**src/rtl/sram_seq_pkg.sv**
```systemverilog
package sram_seq_pkg;

    localparam int unsigned MEM_ADDR_W = 15;
    localparam int unsigned MEM_DATA_W = 8;

    typedef enum logic [1:0] {
        PH_IDLE  = 2'd0,
        PH_READ  = 2'd1,
        PH_WRITE = 2'd2,
        PH_GAP   = 2'd3
    } phase_e;

    typedef struct packed {
        logic ce_n;
        logic we_n;
        logic oe_n;
        logic dq_drive;
        logic host_rdy;
    } pins_t;

    localparam pins_t PINS_RESET = '{ce_n: 1'b1, we_n: 1'b1, oe_n: 1'b1,
                                     dq_drive: 1'b0, host_rdy: 1'b1};

    // Pin levels for a given phase and cycle index inside the access.
    function automatic pins_t pins_for(phase_e ph, int unsigned idx,
                                       int unsigned cyc, int unsigned oe_clks);
        pins_t p;
        p          = PINS_RESET;
        p.host_rdy = 1'b0;
        unique case (ph)
            PH_IDLE: p.host_rdy = 1'b1;
            PH_READ: begin
                p.ce_n = 1'b0;
                p.oe_n = (idx + oe_clks < cyc);
            end
            PH_WRITE: begin
                p.ce_n     = 1'b0;
                p.we_n     = !((idx >= 1) && (idx + 2 <= cyc));
                p.dq_drive = (idx >= 2);
            end
            default: ;
        endcase
        return p;
    endfunction

endpackage

```
**src/rtl/sram_seq_timer.sv**
```systemverilog
module sram_seq_timer #(
    parameter int unsigned CYC_CLKS = 4,
    parameter int unsigned IDX_W    = 2
) (
    input  logic             clk,
    input  logic             rst,
    input  logic             clr,
    input  logic             adv,
    output logic [IDX_W-1:0] idx_q,
    output logic [IDX_W-1:0] idx_nxt,
    output logic             last
);

    localparam logic [IDX_W-1:0] IDX_LAST = IDX_W'(CYC_CLKS - 1);

    always_comb begin
        if (clr)
            idx_nxt = '0;
        else if (adv)
            idx_nxt = idx_q + 1'b1;
        else
            idx_nxt = idx_q;
    end

    assign last = (idx_q == IDX_LAST);

    always_ff @(posedge clk) begin
        if (rst)
            idx_q <= '0;
        else
            idx_q <= idx_nxt;
    end

endmodule

```
**src/rtl/sram_seq_fsm.sv**
```systemverilog
module sram_seq_fsm
    import sram_seq_pkg::*;
#(
    parameter int unsigned CYC_CLKS = 4,
    parameter int unsigned OE_CLKS  = 2,
    parameter int unsigned IDX_W    = 2
) (
    input  logic             clk,
    input  logic             rst,
    input  logic             req_valid,
    input  logic             req_write,
    input  logic             last,
    input  logic [IDX_W-1:0] idx_nxt,
    output logic             clr,
    output logic             adv,
    output logic             accept,
    output logic             rd_done,
    output pins_t            pins_q
);

    phase_e phase_q, phase_nxt;
    pins_t  pins_nxt;

    assign accept  = req_valid && pins_q.host_rdy;
    assign rd_done = (phase_q == PH_READ) && last;

    always_comb begin
        phase_nxt = phase_q;
        clr       = 1'b0;
        adv       = 1'b0;
        unique case (phase_q)
            PH_IDLE: begin
                if (req_valid) begin
                    phase_nxt = req_write ? PH_WRITE : PH_READ;
                    clr       = 1'b1;
                end
            end
            PH_READ: begin
                if (last) phase_nxt = PH_IDLE;
                else      adv       = 1'b1;
            end
            PH_WRITE: begin
                if (last) phase_nxt = PH_GAP;
                else      adv       = 1'b1;
            end
            PH_GAP:  phase_nxt = PH_IDLE;
            default: phase_nxt = PH_IDLE;
        endcase
    end

    // Strobes are registered so the memory pins never see decode glitches.
    assign pins_nxt = pins_for(phase_nxt, 32'(idx_nxt), CYC_CLKS, OE_CLKS);

    always_ff @(posedge clk) begin
        if (rst) begin
            phase_q <= PH_IDLE;
            pins_q  <= PINS_RESET;
        end else begin
            phase_q <= phase_nxt;
            pins_q  <= pins_nxt;
        end
    end

endmodule

```
**src/rtl/sram_seq_datapath.sv**
```systemverilog
module sram_seq_datapath #(
    parameter int unsigned ADDR_W = 15,
    parameter int unsigned DATA_W = 8
) (
    input  logic              clk,
    input  logic              rst,
    input  logic              accept,
    input  logic              req_write,
    input  logic [ADDR_W-1:0] req_addr,
    input  logic [DATA_W-1:0] req_wdata,
    input  logic              rd_done,
    input  logic [DATA_W-1:0] mem_dq_in,
    output logic [ADDR_W-1:0] addr_q,
    output logic [DATA_W-1:0] wdata_q,
    output logic [DATA_W-1:0] rd_data_q,
    output logic              rd_valid_q
);

    always_ff @(posedge clk) begin
        if (rst) begin
            addr_q     <= '0;
            wdata_q    <= '0;
            rd_data_q  <= '0;
            rd_valid_q <= 1'b0;
        end else begin
            if (accept) begin
                addr_q <= req_addr;
                if (req_write) wdata_q <= req_wdata;
            end
            if (rd_done) rd_data_q <= mem_dq_in;
            rd_valid_q <= rd_done;
        end
    end

endmodule

```
**src/rtl/sram_seq_ctrl.sv**
```systemverilog
module sram_seq_ctrl
    import sram_seq_pkg::*;
#(
    parameter int unsigned ADDR_W   = MEM_ADDR_W,
    parameter int unsigned DATA_W   = MEM_DATA_W,
    parameter int unsigned CYC_CLKS = 4,
    parameter int unsigned OE_CLKS  = 2
) (
    input  logic              clk,
    input  logic              rst,
    input  logic              req_valid,
    output logic              req_ready,
    input  logic              req_write,
    input  logic [ADDR_W-1:0] req_addr,
    input  logic [DATA_W-1:0] req_wdata,
    output logic [DATA_W-1:0] rd_data,
    output logic              rd_valid,
    output logic              mem_ce_n,
    output logic              mem_we_n,
    output logic              mem_oe_n,
    output logic [ADDR_W-1:0] mem_addr,
    output logic [DATA_W-1:0] mem_dq_out,
    output logic              mem_dq_oe,
    input  logic [DATA_W-1:0] mem_dq_in
);

    localparam int unsigned IDX_W = $clog2(CYC_CLKS);

    logic             clr, adv, last, accept, rd_done;
    logic [IDX_W-1:0] idx_q, idx_nxt;
    pins_t            pins_q;

    sram_seq_timer #(.CYC_CLKS(CYC_CLKS), .IDX_W(IDX_W)) u_timer (
        .clk    (clk),
        .rst    (rst),
        .clr    (clr),
        .adv    (adv),
        .idx_q  (idx_q),
        .idx_nxt(idx_nxt),
        .last   (last)
    );

    sram_seq_fsm #(.CYC_CLKS(CYC_CLKS), .OE_CLKS(OE_CLKS), .IDX_W(IDX_W)) u_fsm (
        .clk      (clk),
        .rst      (rst),
        .req_valid(req_valid),
        .req_write(req_write),
        .last     (last),
        .idx_nxt  (idx_nxt),
        .clr      (clr),
        .adv      (adv),
        .accept   (accept),
        .rd_done  (rd_done),
        .pins_q   (pins_q)
    );

    sram_seq_datapath #(.ADDR_W(ADDR_W), .DATA_W(DATA_W)) u_dp (
        .clk       (clk),
        .rst       (rst),
        .accept    (accept),
        .req_write (req_write),
        .req_addr  (req_addr),
        .req_wdata (req_wdata),
        .rd_done   (rd_done),
        .mem_dq_in (mem_dq_in),
        .addr_q    (mem_addr),
        .wdata_q   (mem_dq_out),
        .rd_data_q (rd_data),
        .rd_valid_q(rd_valid)
    );

    assign mem_ce_n  = pins_q.ce_n;
    assign mem_we_n  = pins_q.we_n;
    assign mem_oe_n  = pins_q.oe_n;
    assign mem_dq_oe = pins_q.dq_drive;
    assign req_ready = pins_q.host_rdy;

endmodule

```
**config.mk**
```make
export PLATFORM = sky130hd
export DESIGN_NAME = sram_seq_ctrl
export DESIGN_NICKNAME = d
export VERILOG_FILES = /design/src/rtl/sram_seq_pkg.sv /design/src/rtl/sram_seq_timer.sv /design/src/rtl/sram_seq_fsm.sv /design/src/rtl/sram_seq_datapath.sv /design/src/rtl/sram_seq_ctrl.sv
export SDC_FILE = /design/constraint.sdc
export NUM_CORES = 1
export LEC_CHECK = 0
export BUFFER_PORTS_ARGS = -buffer_cell sky130_fd_sc_hd__buf_2
export CORE_MARGIN = 1.5
export CORE_UTILIZATION = 32
export DETAILED_ROUTE_END_ITERATION = 8
export PLACE_DENSITY_LB_ADDON = 0.15
export SLEW_MARGIN = 5
export SYNTH_ARGS = -nofsm -noshare
export SYNTH_HDL_FRONTEND = slang
export SYNTH_SLANG_ARGS = --single-unit
```
**constraint.sdc**
```tcl
create_clock -name clk -period 3.6 [get_ports clk]
set_input_delay 0.18 -clock clk [delete_from_list [all_inputs] [get_ports clk]]
set_output_delay 0.18 -clock clk [all_outputs]
set_load 0.05 [all_outputs]
```
# Yosys cells after proc, flatten, opt, wreduce, memory -nomap -nowiden
# Index checks and enable logic that the tools add are counted.
[op_classes]
n_eq_ne = 6
muxes = 13
order_cmp = 4
reduce_logical = 11
add_sub_neg = 2
bitwise = 2
[op_table]
columns = ["operator", "count"]
rows = [
  ["32-bit by 3-bit less-or-equal comparator with 1-bit output (second input constant)", 1],
  ["32-bit by 3-bit < comparator with 1-bit output (second input constant)", 1],
  ["2-bit two-way mux", 6],
  ["2-bit == test (second input constant)", 4],
  ["2-bit one-hot mux with 4 select lines", 1],
  ["2-bit OR reduction", 4],
  ["1-bit two-way mux", 6],
  ["2-bit by 1-bit == test with 1-bit output (second input constant)", 2],
  ["2-bit zero test", 2],
  ["2-bit by 2-bit adder with 3-bit output (second input constant)", 1],
  ["1-bit logical AND", 3],
  ["2-bit by 1-bit adder with 2-bit output (second input constant)", 1],
  ["2-bit by 1-bit greater-or-equal comparator with 1-bit output (second input constant)", 1],
  ["2-bit greater-or-equal comparator (second input constant)", 1],
  ["1-bit NOT", 2],
  ["2-bit AND reduction", 1],
  ["1-bit zero test", 1],
]
[word_totals]
word_cells = 49
input_bits = 35
register_bits = 41
out_inout_bits = 37

# Logic depth before layout (Yosys ltp)
[logic_depth]
ltp_word = 9
ltp_mapped = 10
ltp_nobuf = 9

# Cells and area by module
# From an unflattened synthesis, not the netlist that was laid out.
[unflattened]
hier_cells = 168
area_unflattened_um2 = 1754.2
[modules_own_cells]
columns = ["module", "seq_area_each_um2", "area_each_um2", "cells_per_inst", "instances"]
rows = [
  ["sram_seq_datapath", 640.6, 1201.2, 112, 1],
  ["sram_seq_fsm", 140.1, 454.2, 47, 1],
  ["sram_seq_timer", 40.0, 98.8, 9, 1],
]

# Worst setup path before layout
# OpenSTA, ideal clock, no wires.
[synth_path]
path_kind = "register to register"
start = "register u_fsm.phase_q[1]"
end = "register, netlist name u_fsm.pins_q[3]"
arrival_ns = 1.685
n_path_buf = 1
path_stages_with_launch = 11
period_less_slack_ns = 1.808
setup_ns = 0.124
t_required_ns = 3.476
slack_ns = 1.792
cell_sequence = "dfxtp_1 > inv_1 > ha_1 > buf_2 > nor2b_1 > o221ai_1 > and2_1 > ha_1 > nand2b_1 > nor3b_1 > mux2i_1"
[synth_between]
elab_chain_len = 9
word_cells_on_any_way = 21
cone_classes = "add/sub: 1; order compare: 2; eq/ne: 4; mux: 8; bitwise: 1; reduce/logical: 5"
[synth_rtl]
columns = ["item", "line", "rtl"]
rows = [
  ["from (decl)", "sram_seq_fsm.sv:21", "phase_e phase_q, phase_nxt;"],
  ["from (signal assigned)", "sram_seq_fsm.sv:59", "phase_q <= phase_nxt;"],
  ["2-bit == test / 2-bit by 1-bit == test with 1-bit output (equally long branches)", "sram_seq_fsm.sv:31", "unique case (phase_q)"],
  ["2-bit OR reduction (no line)", "n/a", ""],
  ["1-bit two-way mux", "n/a", ""],
  ["2-bit two-way mux", "sram_seq_timer.sv:19", "else if (adv)"],
  ["2-bit two-way mux", "sram_seq_timer.sv:17", "if (clr)"],
  ["2-bit by 2-bit adder with 3-bit output", "sram_seq_pkg.sv:38", "p.we_n = !((idx >= 1) && (idx + 2 <= cyc));"],
  ["32-bit by 3-bit less-or-equal comparator with 1-bit output", "sram_seq_pkg.sv:38", ""],
  ["1-bit logical AND", "sram_seq_pkg.sv:38", ""],
  ["1-bit zero test", "sram_seq_pkg.sv:38", ""],
]
# Several ways; a longest one is shown, not always the timed one.
# A chain may end at the register's enable or synchronous reset.

# Final worst setup path
[layout_path]
start = "register u_timer.idx_q[0]"
end = "register, netlist name u_fsm.pins_q[3]"
[layout_between]
elab_chain_len = 9
word_cells_on_any_way = 17
cone_classes = "add/sub: 2; order compare: 2; eq/ne: 2; mux: 7; bitwise: 1; reduce/logical: 3"
[layout_rtl]
columns = ["item", "line", "rtl"]
rows = [
  ["from (decl)", "sram_seq_timer.sv:9", "output logic [IDX_W-1:0] idx_q,"],
  ["from (signal assigned)", "sram_seq_timer.sv:31", "idx_q <= idx_nxt;"],
  ["2-bit == test", "sram_seq_timer.sv:25", "assign last = (idx_q == IDX_LAST);"],
  ["1-bit two-way mux", "sram_seq_fsm.sv:39, sram_seq_fsm.sv:43", ""],
  ["1-bit two-way mux", "n/a", ""],
  ["2-bit two-way mux", "sram_seq_timer.sv:19", ""],
  ["2-bit two-way mux", "sram_seq_timer.sv:17", ""],
  ["2-bit by 2-bit adder with 3-bit output", "sram_seq_pkg.sv:38", ""],
  ["32-bit by 3-bit less-or-equal comparator with 1-bit output", "sram_seq_pkg.sv:38", ""],
  ["1-bit logical AND", "sram_seq_pkg.sv:38", ""],
  ["1-bit zero test", "sram_seq_pkg.sv:38", ""],
]
# Several ways; a longest one is shown, not always the timed one.

==> results.json <==
{
  "status": "finished clean",
  "cts_made_buffers": 5,
  "vias_per_cell": 4.41,
  "drc": 0,
  "synth_top_family_by_area": "simple AND/OR/NAND/NOR gates",
  "grt-ovfl-total": 0,
  "layout_setup_ws_ns": 1.58,
  "firstDrtPassIters": 4,
  "ir_drop_v": 0.000198,
  "globalplace.congestion": 0.745,
  "cap_violations": 0,
  "final_cell_mix": "buf_2, nand2_1, dfxtp_1, a21oi_1",
  "synth-seq-cells": 41,
  "path_clk_slew_ns": 0.08,
  "antenna_found_initial": 0,
  "swShare_pct": 30.7,
  "finalCriticalPeriod_ns": 2.02,
  "num_vias": 1393,
  "cts_root_buffer": "clkbuf_8",
  "end_kind": "register",
  "dp_hpwl_um": 2540,
  "dp_slack_ns": 1.58,
  "post-route-period-util_pct": 56.2,
  "slew_violations": 0,
  "synth_compound_area_share_pct": 9.16,
  "grt_usage_pct": 13.4,
  "fin_worst_skew_ns": 0.00646,
  "ys_seq_area_share_pct": 51.8,
  "relSlewSlack_pct": 53.0,
  "start_kind": "register",
  "hold_path_depth": 3,
  "p_switching_mw": 0.353,
  "synthMuxAreaShare_pct": 6.95,
  "cts_setup_buffers": 0,
  "rr_worst_depth": 8,
  "cts_tree": "yes",
  "postRouteWirelength_um": 3520,
  "layout-drive-gt1-share_pct": 32.5,
  "yosys.area_share.simple_pct": 21.5,
  "initial_core_util_pct": 33.3,
  "synthXorXnorAreaFrac_pct": 0.552,
  "cts_resized": 0,
  "setup-violations-final": 0,
  "ys_types": 23,
  "power_density_mw_per_mm2": 547,
  "comb_power_share_pct": 23.4,
  "synthAdderAreaFrac_pct": 6.31,
  "tightest_slew_ns": 0.704,
  "p_int_mw": 0.796,
  "ctsHoldBuffers": 0,
  "finalHoldViolations": 0,
  "n_antenna_cell": 0,
  "finish.utilization_pct": 44.2,
  "drt_iter0_markers": 57,
  "grt_max_degree": 41,
  "netlist_instances": 180,
  "min_path_type": "input pin to register",
  "wl_per_cell_um": 11.1,
  "hold_end": "u_dp.addr_q[13]$_SDFFE_PP0P_",
  "layout_commonest_cell": "buf_2",
  "rr_endpoint": "u_fsm.pins_q[3]$_SDFF_PP1_",
  "pin_count": 72,
  "critPathMaxFanout": 12,
  "synth_area_per_cell_um2": 8.81,
  "clock.fmax_mhz": 494,
  "synth_fp_nets": 223,
  "clk_path_buf_depth": 2,
  "pwr-share-clk_pct": 32.7,
  "clk_latency_ns": 0.29,
  "arrival_ns": 2.20,
  "fin_setup_tns_ns": 0,
  "cts_max_level": 2,
  "ys_warn_count": 0,
  "crit_required_ns": 3.78,
  "rows": 25,
  "die_x_um": 73.4,
  "p_seq_share_pct": 43.8,
  "cts.sinks": 41,
  "ant_nets": 0,
  "coreArea_mm2": 0.00475,
  "io_buffers": 71,
  "nNetsFinal": 291,
  "dieArea_mm2": 0.00539,
  "die_y_um": 73.4,
  "min_from": "req_addr[13]",
  "p_leak_nw": 1.02,
  "synth_area_mm2": 0.00159,
  "rsz0062_at_grt": "false",
  "r2r-start": "u_timer.idx_q[0]$_SDFF_PP0_",
  "worst-r2r-setup-slack_ns": 1.58,
  "crit_type": "register to register",
  "grt_pass1_vias": 1248,
  "area.growth.synth_to_final_pct": 32.4,
  "grt_first_pass_wirelength_um": 5540
}
## layout make-up
type / count / area [um^2]
Fill cell: 507 / 2660
Multi-Input combinational cell: 124 / 704
Tap cell: 67 / 83.8
Timing Repair Buffer: 71 / 355
Sequential cell: 41 / 821
Clock buffer: 7 / 86.3
Inverter: 5 / 18.8
Clock inverter: 1 / 30.0
## critical path: stages (launching register included)
cell	delay [ns]
dfxtp_1	0.39
ha_1	0.42
nor2b_1	0.09
o221ai_1	0.28
and2_1	0.21
ha_1	0.15
nand2b_1	0.08
nor3b_1	0.19
mux2i_1	0.09
## cell usage after synthesis (all sizes together)
cell | instances | share of area [%]
nand2 | 42 | 9.9
dfxtp | 41 | 52
a21oi | 24 | 7.6
mux2i | 11 | 6.9
nor2 | 11 | 2.6
nand3 | 9 | 2.8
ha | 8 | 6.3
clkbuf | 6 | 1.4
inv | 5 | 1.2
buf | 4 | 1.2
nor3 | 4 | 1.3
and2 | 3 | 1.2
nand2b | 3 | 1.2
nor2b | 2 | 0.95
a31o | 1 | 0.55
nor3b | 1 | 0.47
o211ai | 1 | 0.47
o221ai | 1 | 0.55
or2 | 1 | 0.39
or4b | 1 | 0.63
xnor2 | 1 | 0.55
## power by group through the flow
stage          clock, mW  combinational, mW  sequential (mW)
2_1_floorplan          0              0.115            0.604
3_3_place_gp           0              0.273            0.514
3_5_place_dp           0              0.273            0.514
4_1_cts            0.390              0.273            0.504
5_1_grt            0.410              0.295            0.508
6_report           0.376              0.269            0.504
## registers in the layout (all words and copies together), names as in the netlist
register	count
u_dp.addr_q	15
u_dp.rd_data_q	8
u_dp.rd_valid_q	1
u_dp.wdata_q	8
u_fsm.phase_q	2
u_fsm.pins_q	5
u_timer.idx_q	2
## kinds of logic after synthesis
group,after synthesis
buf+inv,15
fa+ha+maj,8
xor+xnor,1
compound gates,27
flops,41
mux,11
simple gates,77
## how the worst max path moves through the flow
stage | from | endpoint | cells after the start
6_report | u_timer.idx_q[0]$_SDFF_PP0_ | u_fsm.pins_q[3]$_SDFF_PP1_ | 8
5_1_grt | u_timer.idx_q[0]$_SDFF_PP0_ | u_fsm.pins_q[3]$_SDFF_PP1_ | 8
4_1_cts | u_fsm.phase_q[1]$_SDFF_PP0_ | u_fsm.pins_q[3]$_SDFF_PP1_ | 9
3_5_place_dp | u_timer.idx_q[0]$_SDFF_PP0_ | u_fsm.pins_q[3]$_SDFF_PP1_ | 8
3_3_place_gp | u_timer.idx_q[0]$_SDFF_PP0_ | u_fsm.pins_q[3]$_SDFF_PP1_ | 8
2_1_floorplan | u_fsm.phase_q[1]$_SDFF_PP0_ | u_fsm.pins_q[3]$_SDFF_PP1_ | 10
## metal layers
metal / routed length [um] / GRT usage (%) / vias up
met5: 0 / 0 / -
li1: - / - / 724
met4: 48 / 5.56 / 0
met2: 1420 / 20.3 / 41
met1: 1790 / 17.1 / 623
met3: 253 / 5.21 / 5
## through the flow
step	instance area, um^2	hold WS (ns)	std cells	total power, mW
2_1_floorplan	1590	0.286	180	0.719
3_3_place_gp	1980	0.415	308	0.787
3_5_place_dp	1980	0.425	308	0.787
4_1_cts	2100	0.109	316	1.17
5_1_grt	2100	0.120	316	1.21
6_report	2100	0.118	316	1.15
Note: power is estimated with default switching activity, not from simulation.
